**src/rtl/ctlreg_stack_bank.sv**
```systemverilog
module ctlreg_stack_bank #(
  parameter int DW      = 32,
  parameter int RW      = 12,
  parameter int SEP_BIT = 5
) (
  input  logic          clk,
  input  logic          rst_n,
  input  logic          wr_en,
  input  logic [RW-1:0] wr_sel,
  input  logic [DW-1:0] wr_data,
  input  logic          super_bit,
  input  logic          a7_we,
  input  logic [DW-1:0] a7_wdata,
  output logic [DW-1:0] cache_ctl,
  output logic [DW-1:0] vec_base,
  output logic [DW-1:0] a7,
  output logic          sup_active,
  output logic          bad_wr
);
  localparam logic [RW-1:0] SEL_CC = RW'(12'h002);
  localparam logic [RW-1:0] SEL_VB = RW'(12'h801);

  logic [DW-1:0] usp_slot, ssp_slot;
  logic          super_q;

  wire hit_cc  = wr_en && (wr_sel == SEL_CC);
  wire hit_vb  = wr_en && (wr_sel == SEL_VB);
  wire hit_acr = wr_en && ((wr_sel >> 2) == RW'(1));
  wire unknown = wr_en && !(hit_cc || hit_vb || hit_acr);

  wire [DW-1:0] cc_next  = hit_cc ? wr_data : cache_ctl;
  wire          reselect = hit_cc || (super_bit != super_q);
  wire          next_sup = super_bit && cc_next[SEP_BIT];
  wire [DW-1:0] save_val = a7_we ? a7_wdata : a7;
  wire [DW-1:0] load_val = (next_sup == sup_active) ? save_val
                         : (next_sup ? ssp_slot : usp_slot);

  always_ff @(posedge clk) begin
    if (!rst_n) begin
      cache_ctl  <= '0;
      vec_base   <= '0;
      usp_slot   <= '0;
      ssp_slot   <= '0;
      a7         <= '0;
      sup_active <= 1'b0;
      super_q    <= 1'b0;
      bad_wr     <= 1'b0;
    end else begin
      super_q <= super_bit;
      bad_wr  <= unknown;
      if (hit_cc) cache_ctl <= wr_data;
      if (hit_vb) vec_base  <= wr_data;
      if (reselect) begin
        if (sup_active) ssp_slot <= save_val;
        else            usp_slot <= save_val;
        a7         <= load_val;
        sup_active <= next_sup;
      end else if (a7_we) begin
        a7 <= a7_wdata;
      end
    end
  end


  cc_write_chk: assert property (@(posedge clk) disable iff (!rst_n)
    ($past(rst_n) && $past(wr_en) && $past(wr_sel) == SEL_CC) |-> cache_ctl == $past(wr_data));


  vb_write_chk: assert property (@(posedge clk) disable iff (!rst_n)
    ($past(rst_n) && $past(wr_en) && $past(wr_sel) == SEL_VB) |-> vec_base == $past(wr_data));


  bad_quiet_chk: assert property (@(posedge clk) disable iff (!rst_n)
    bad_wr |-> ($stable(cache_ctl) && $stable(vec_base) && $past(wr_en)));


  bad_pulse_chk: assert property (@(posedge clk) disable iff (!rst_n)
    ($past(rst_n) && !$past(wr_en)) |-> !bad_wr);


  sel_rule_chk: assert property (@(posedge clk) disable iff (!rst_n)
    sup_active == (super_q && cache_ctl[SEP_BIT]));


  a7_plain_chk: assert property (@(posedge clk) disable iff (!rst_n)
    ($past(rst_n) && $past(a7_we) && !$past(wr_en) && $past(super_bit) == super_q && $stable(super_q))
      |-> a7 == $past(a7_wdata));
endmodule

```
**config.mk**
```make
export PLATFORM = sky130hd
export DESIGN_NAME = ctlreg_stack_bank
export DESIGN_NICKNAME = d
export VERILOG_FILES = /design/src/rtl/ctlreg_stack_bank.sv
export SDC_FILE = /design/constraint.sdc
export NUM_CORES = 1
export LEC_CHECK = 0
export BUFFER_PORTS_ARGS = -buffer_cell sky130_fd_sc_hd__buf_2
export CAP_MARGIN = 20
export CORE_ASPECT_RATIO = 0.6
export CORE_UTILIZATION = 50
export CTS_CLUSTER_DIAMETER = 150
export CTS_CLUSTER_SIZE = 14
export DETAILED_ROUTE_END_ITERATION = 16
export PLACE_DENSITY = 0.76
export SLEW_MARGIN = 15
export SYNTH_ARGS = -nofsm -noshare
export SYNTH_HDL_FRONTEND = slang
export SYNTH_SLANG_ARGS = --single-unit
```
**constraint.sdc**
```tcl
create_clock -name clk -period 2.4 [get_ports clk]
set_clock_uncertainty 0.05 [all_clocks]
set_input_delay 0.12 -clock clk [delete_from_list [all_inputs] [get_ports clk]]
set_output_delay 0.12 -clock clk [all_outputs]
set_load 0.02 [all_outputs]
```
After elaboration in Yosys (flattened, before gate mapping)
Index checks and enable logic that the tools add are counted.

word-level totals
  bits in registers = 163
  bits of input ports = 81
  output and inout bits = 98
  word-level logic and storage cells = 31

operators by class
  equality and inequality tests = 5
  muxes and demuxes = 5
  bitwise gates (word level) = 1
  reduce and logical (&&, ||, !) cells = 11

operators by type and width
  kind                  count
  $mux 32               4
  $eq 12x12->1 const B  1
  $eq 12x2->1 const B   1
  $eq 10x1->1 const B   1
  $mux 6                1
  $logic_and 1x1->1     5
  $reduce_and 2->1      2
  $logic_or 1x1->1      3
  $eq 1x1->1            1
  $logic_not 1->1       1
  $ne 1x1->1            1
  $not 1->1             1

Logic depth before layout (Yosys ltp)
  depth in word-level cells = 7
  gate-level depth with buffers = 9
  mapped depth without buffers = 6

Least setup slack after synthesis
OpenSTA, ideal clock, no wires.

  path type = input-to-reg
  from = input port wr_sel[1]
  to = register a7[10]
  library setup time = 0.116 ns
  data arrival time = 1.616 ns
  required time = 2.234 ns
  path slack = 0.618 ns
  cell stages on the path = 8
  path buffers = 2
  cells stage by stage = nor4b_2 -> and4_4 -> buf_6 -> or4_4 -> nand4_1 -> buf_2 -> nand3_1 -> and3_1

between the ends
  word-level cells in the longest chain between the ends = 7
  elaborated cells on any way between the ends = 9
  those cells by class = 2 x eq/ne; 4 x mux; 3 x reduce/logical

RTL lines
  what                                          RTL line  text
  start, declared                               9         input logic [RW-1:0] wr_sel,
  $eq 12x2->1 *                                 26        wire hit_cc = wr_en && (wr_sel == SEL_CC);
  $logic_and 1x1->1 *                           26
  $mux 6                                        n/a
  $logic_and 1x1->1                             33        wire next_sup = super_bit && cc_next[SEP_BIT];
  $mux 32 / $eq 1x1->1 (equally long branches)  36, 35
  $mux 32                                       35        wire [DW-1:0] load_val = (next_sup == sup_active) ? save_val
  $mux 32 *                                     53        if (reselect) begin
  end signal, assigned                          56        a7 <= load_val;
  end signal, assigned                          59        a7 <= a7_wdata;
  end, declared                                 16        output logic [DW-1:0] a7,

Every way passes the cells marked *; elsewhere a longest branch is shown, timed or not.
A chain may end at the register's enable or synchronous reset.

Worst setup path in the final report
  from = input port wr_en
  to = register a7[17]

between the ends
  word-level cells in the longest chain between the ends = 6
  elaborated cells on any way between the ends = 8
  those cells by class = 1 x eq/ne; 4 x mux; 3 x reduce/logical

RTL lines
  what                                          RTL line  text
  start, declared                               8         input logic wr_en,
  $logic_and 1x1->1 *                           26
  $mux 6                                        n/a
  $logic_and 1x1->1                             33
  $mux 32 / $eq 1x1->1 (equally long branches)  36, 35
  $mux 32                                       35
  $mux 32 *                                     53

Marks and branches as above.

==> metrics.md <==
| Metric | Value |
|---|---|
| Run status | `finished, final reports clean` |
| IO Pins | `179` |
| Fillers | `1,066` |
| WL per Instance | `14.57 µm` |
| Root Buffer | `clkbuf_16` |
| Post-DP HPWL | `10.44 mm` |
| Critical-path cell list | `dlygate4sd3_1 -> buf_2 -> and4_4 -> or4_4 -> nand4_1 -> buf_12 -> nand3_1 -> and3_1` |
| Yosys cell types | `28` |
| ANT nets after route | `0` |
| CTS H-tree lvls | `4` |
| Worst Path Arrival | `2.16 ns` |
| DR pass1 iterations | `5` |
| Worst setup EP type | `flip-flop` |
| PostCTS Resize Cnt | `0` |
| Slew margin rel. | `67.85%` |
| Core Region | `12,970 µm²` |
| Clk buf depth | `2` |
| CTS tree | `done` |
| Final worst-path cycle share | `79.20%` |
| Critical R2R Launch | `super_q$_SDFF_PN0_` |
| Total grt overflow | `0` |
| Pin count of the biggest net entering global routing | `65` |
| Vias in the first global route | `5,623` |
| Power Dens Cells | `681.2 nW/µm²` |
| Sequential fraction of the synthesis area | `48.67%` |
| Syn_nets | `854` |
| Clk_lat worst skew | `0.41 ns` |
| Comb pwr share | `8.8%` |
| Static leakage power | `0.004535 µW` |
| Area share of the largest cell type after synthesis | `48.67%` |
| Final hold violations | `0` |
| Final core occ | `66.78%` |
| Cell count of the worst reg-to-reg path | `5` |
| Slew Limit Fails | `0` |
| Synthesis Warnings | `0` |
| Height of the die | `91.70 µm` |
| Pint | `4435 µW` |
| Worst-Margin Slew | `0.4823 ns` |
| Share of layout cells above drive strength 1 | `24.30%` |
| Worst EP required | `2.66 ns` |
| Hold_sp | `a7_wdata[16]` |
| Layout Nets | `1,039` |
| Startpoint type of the worst setup path | `input port` |
| Hold_buf cts | `34` |
| Ranking of synthesized cells by area | `dfxtp_1 49%, nand2_1 16%, o211a_1 9.6%` |
| CTS buffer count | `17` |
| R2r endpoint | `ssp_slot[21]$_SDFFE_PN0P_` |
| Clk pwr share | `43.1%` |
| Worst Setup Path Type | `in2reg` |
| GRT Overall Usage | `25.07%` |
| Fmax | `526.1 MHz` |
| Sequential power share | `48.1%` |
| Die area | `13,890 µm²` |
| CTS clk-pin slew, worst paths | `0.07 ns` |
| Worst path top cell family by delay | `simple AND/OR/NAND/NOR gates` |
| Via density | `5.204` |
| Register bit count reported by yosys | `163` |
| Initial antenna violation count | `0` |
| Initial Util | `51.69%` |
| TNS Setup | `0 ns` |
| Crit path time final | `1.901 ns` |
| Synth-to-Final Area Change | `29.20%` |
| Syn avg cell area | `8.674 µm²` |
| Cells after synthesis | `773` |
| Max-cap violations | `0` |
| VDD IR-drop max | `0.4538 mV` |
| Unrepaired setup endpoints after global routing | `no` |
| # port buffers | `178` |
| First-pass GRT wire length | `27.39 mm` |
| Slowest CP cell | `dlygate4sd3_1` |
| WHS Endpoint | `ssp_slot[16]$_SDFFE_PN0P_` |
| Final WL | `16.63 mm` |
| Crit path largest cell delay | `0.53 ns` |
| # rows | `32` |
| Area leader, netlist | `dfxtp_1` |
| CP Max Fanout | `32` |
| Routability cong. | `0.7915` |
| Setup slack, reg-to-reg | `0.59 ns` |
| DRC Markers | `0` |
| Net switching power | `1467 µW` |
| Switching Share | `24.86%` |
| Cell Area, Synth | `6705 µm²` |
| Worst Hold Class | `in2reg` |
| Die width | `151.5 µm` |
| Setup violators final | `0` |
| Setup bufs post-CTS | `0` |
| CP bufs+invs | `3` |
| Hold path cells | `4` |
| Via count | `5,938` |
| Detailed Route Iter0 Violations | `329` |
| Clock net sink count | `163` |
| ANT cells | `0` |
## synthesized netlist by cell type
master / instances
nor4bb_1: 2
mux2_2: 1
o21bai_1: 1
xnor2_1: 1
nor4_2: 2
buf_6: 5
and3_1: 33
nor2_1: 2
clkbuf_1: 40
buf_4: 3
a21boi_0: 36
and4_4: 2
o21ai_0: 1
o21ai_1: 1
and2_1: 3
nor4b_2: 1
mux2i_1: 33
buf_1: 1
dfxtp_1: 163
nor2b_1: 3
nand2_1: 293
o211a_1: 64
a21oi_2: 1
buf_2: 13
nand4_1: 3
a21boi_1: 29
nand3_1: 35
or4_4: 1
## per-layer routing
layer	vias up	wire length [µm]	track usage, %
li1	2985	-	-
met1	2767	8422	35.03
met2	172	7160	38.62
met3	14	888	5.721
met4	0	153	6.848
met5	-	0	0
## placed cells by master, fill, tap and decap left out, types with 2 or more instances in the layout
cell type,instances
nand2_1,293
dlygate4sd3_1,34
dfxtp_1,163
o211a_1,64
clkbuf_16,17
nor4_2,2
and2_1,2
buf_2,177
inv_6,2
clkinv_4,5
mux2i_1,32
a21boi_1,29
nand4_1,3
nand3_1,35
buf_12,9
nor4bb_1,2
clkinv_2,3
nor2_1,2
clkinvlp_4,2
a21boi_0,36
clkbuf_8,2
nor2b_1,3
buf_4,8
and4_4,2
and3_1,33
## logic make-up after synthesis
group,after synthesis,synth area share [%]
flip-flops,163,48.67
AND/OR/NAND/NOR,380,24.44
buffers and inverters,62,4.441
AO/OA/AOI/OAI,133,17.22
multiplexers,34,5.094
XOR/XNOR,1,0.1306
## worst register-to-register path, cell delays in order, from the launching register on
cell and delay [ns]:
dfxtp_1 0.35, xnor2_1 0.39, nand2_1 0.13, and2_2 0.36, buf_12 0.22, o211a_1 0.21
## flip-flops by register name, summed over array words and instances (netlist names)
name and count:
cache_ctl 32, ssp_slot 32, super_q 1, a7 32
vec_base 32, sup_active 1, usp_slot 32, bad_wr 1
## through the flow
step / std cells / power, µW / setup WS (ns) / hold WS (ns) / instance area (µm²)
2_1_floorplan: 773 / 3192 / 0.6181 / 0.1917 / 6705
3_3_place_gp: 1075 / 3363 / 0.3428 / 0.3283 / 7767
3_5_place_dp: 1075 / 3370 / 0.2763 / 0.3310 / 7767
4_1_cts: 1141 / 5936 / 0.5171 / 0.03367 / 8663
5_1_grt: 1141 / 6140 / 0.4335 / 0.05222 / 8663
6_report: 1141 / 5902 / 0.4993 / 0.04409 / 8663
## worst max path at each step
stage	from	end	slack (ns)	cells past startpoint
finish	wr_en	a7[17]$_SDFF_PN0_	0.50	8
global route	sup_active$_SDFFE_PN0N_	a7[11]$_SDFF_PN0_	0.43	5
CTS	wr_en	a7[30]$_SDFF_PN0_	0.52	8
detailed placement	wr_sel[6]	a7[4]$_SDFF_PN0_	0.28	7
global placement	wr_sel[6]	a7[10]$_SDFF_PN0_	0.34	7
floorplan	wr_sel[1]	a7[10]$_SDFF_PN0_	0.62	8
## final cells by class
type	instances	area (µm²)	share of cell area (%)
repair buffers	228	1466	16.93
clock buffers	19	452.9	5.228
well taps	170	212.7	2.455
flip-flops and latches	163	3263	37.67
clock inverters	13	102.6	1.184
multi-input cells	548	3166	36.54
## power groups by stage
stage	clock network [µW]	registers (µW)	logic [µW]
4_1_cts	2580	2840	518
3_5_place_dp	0	2900	473
3_3_place_gp	0	2900	468
2_1_floorplan	0	2930	262
5_1_grt	2720	2850	578
6_report	2540	2840	519
Note: power is estimated with default switching activity, not from simulation.
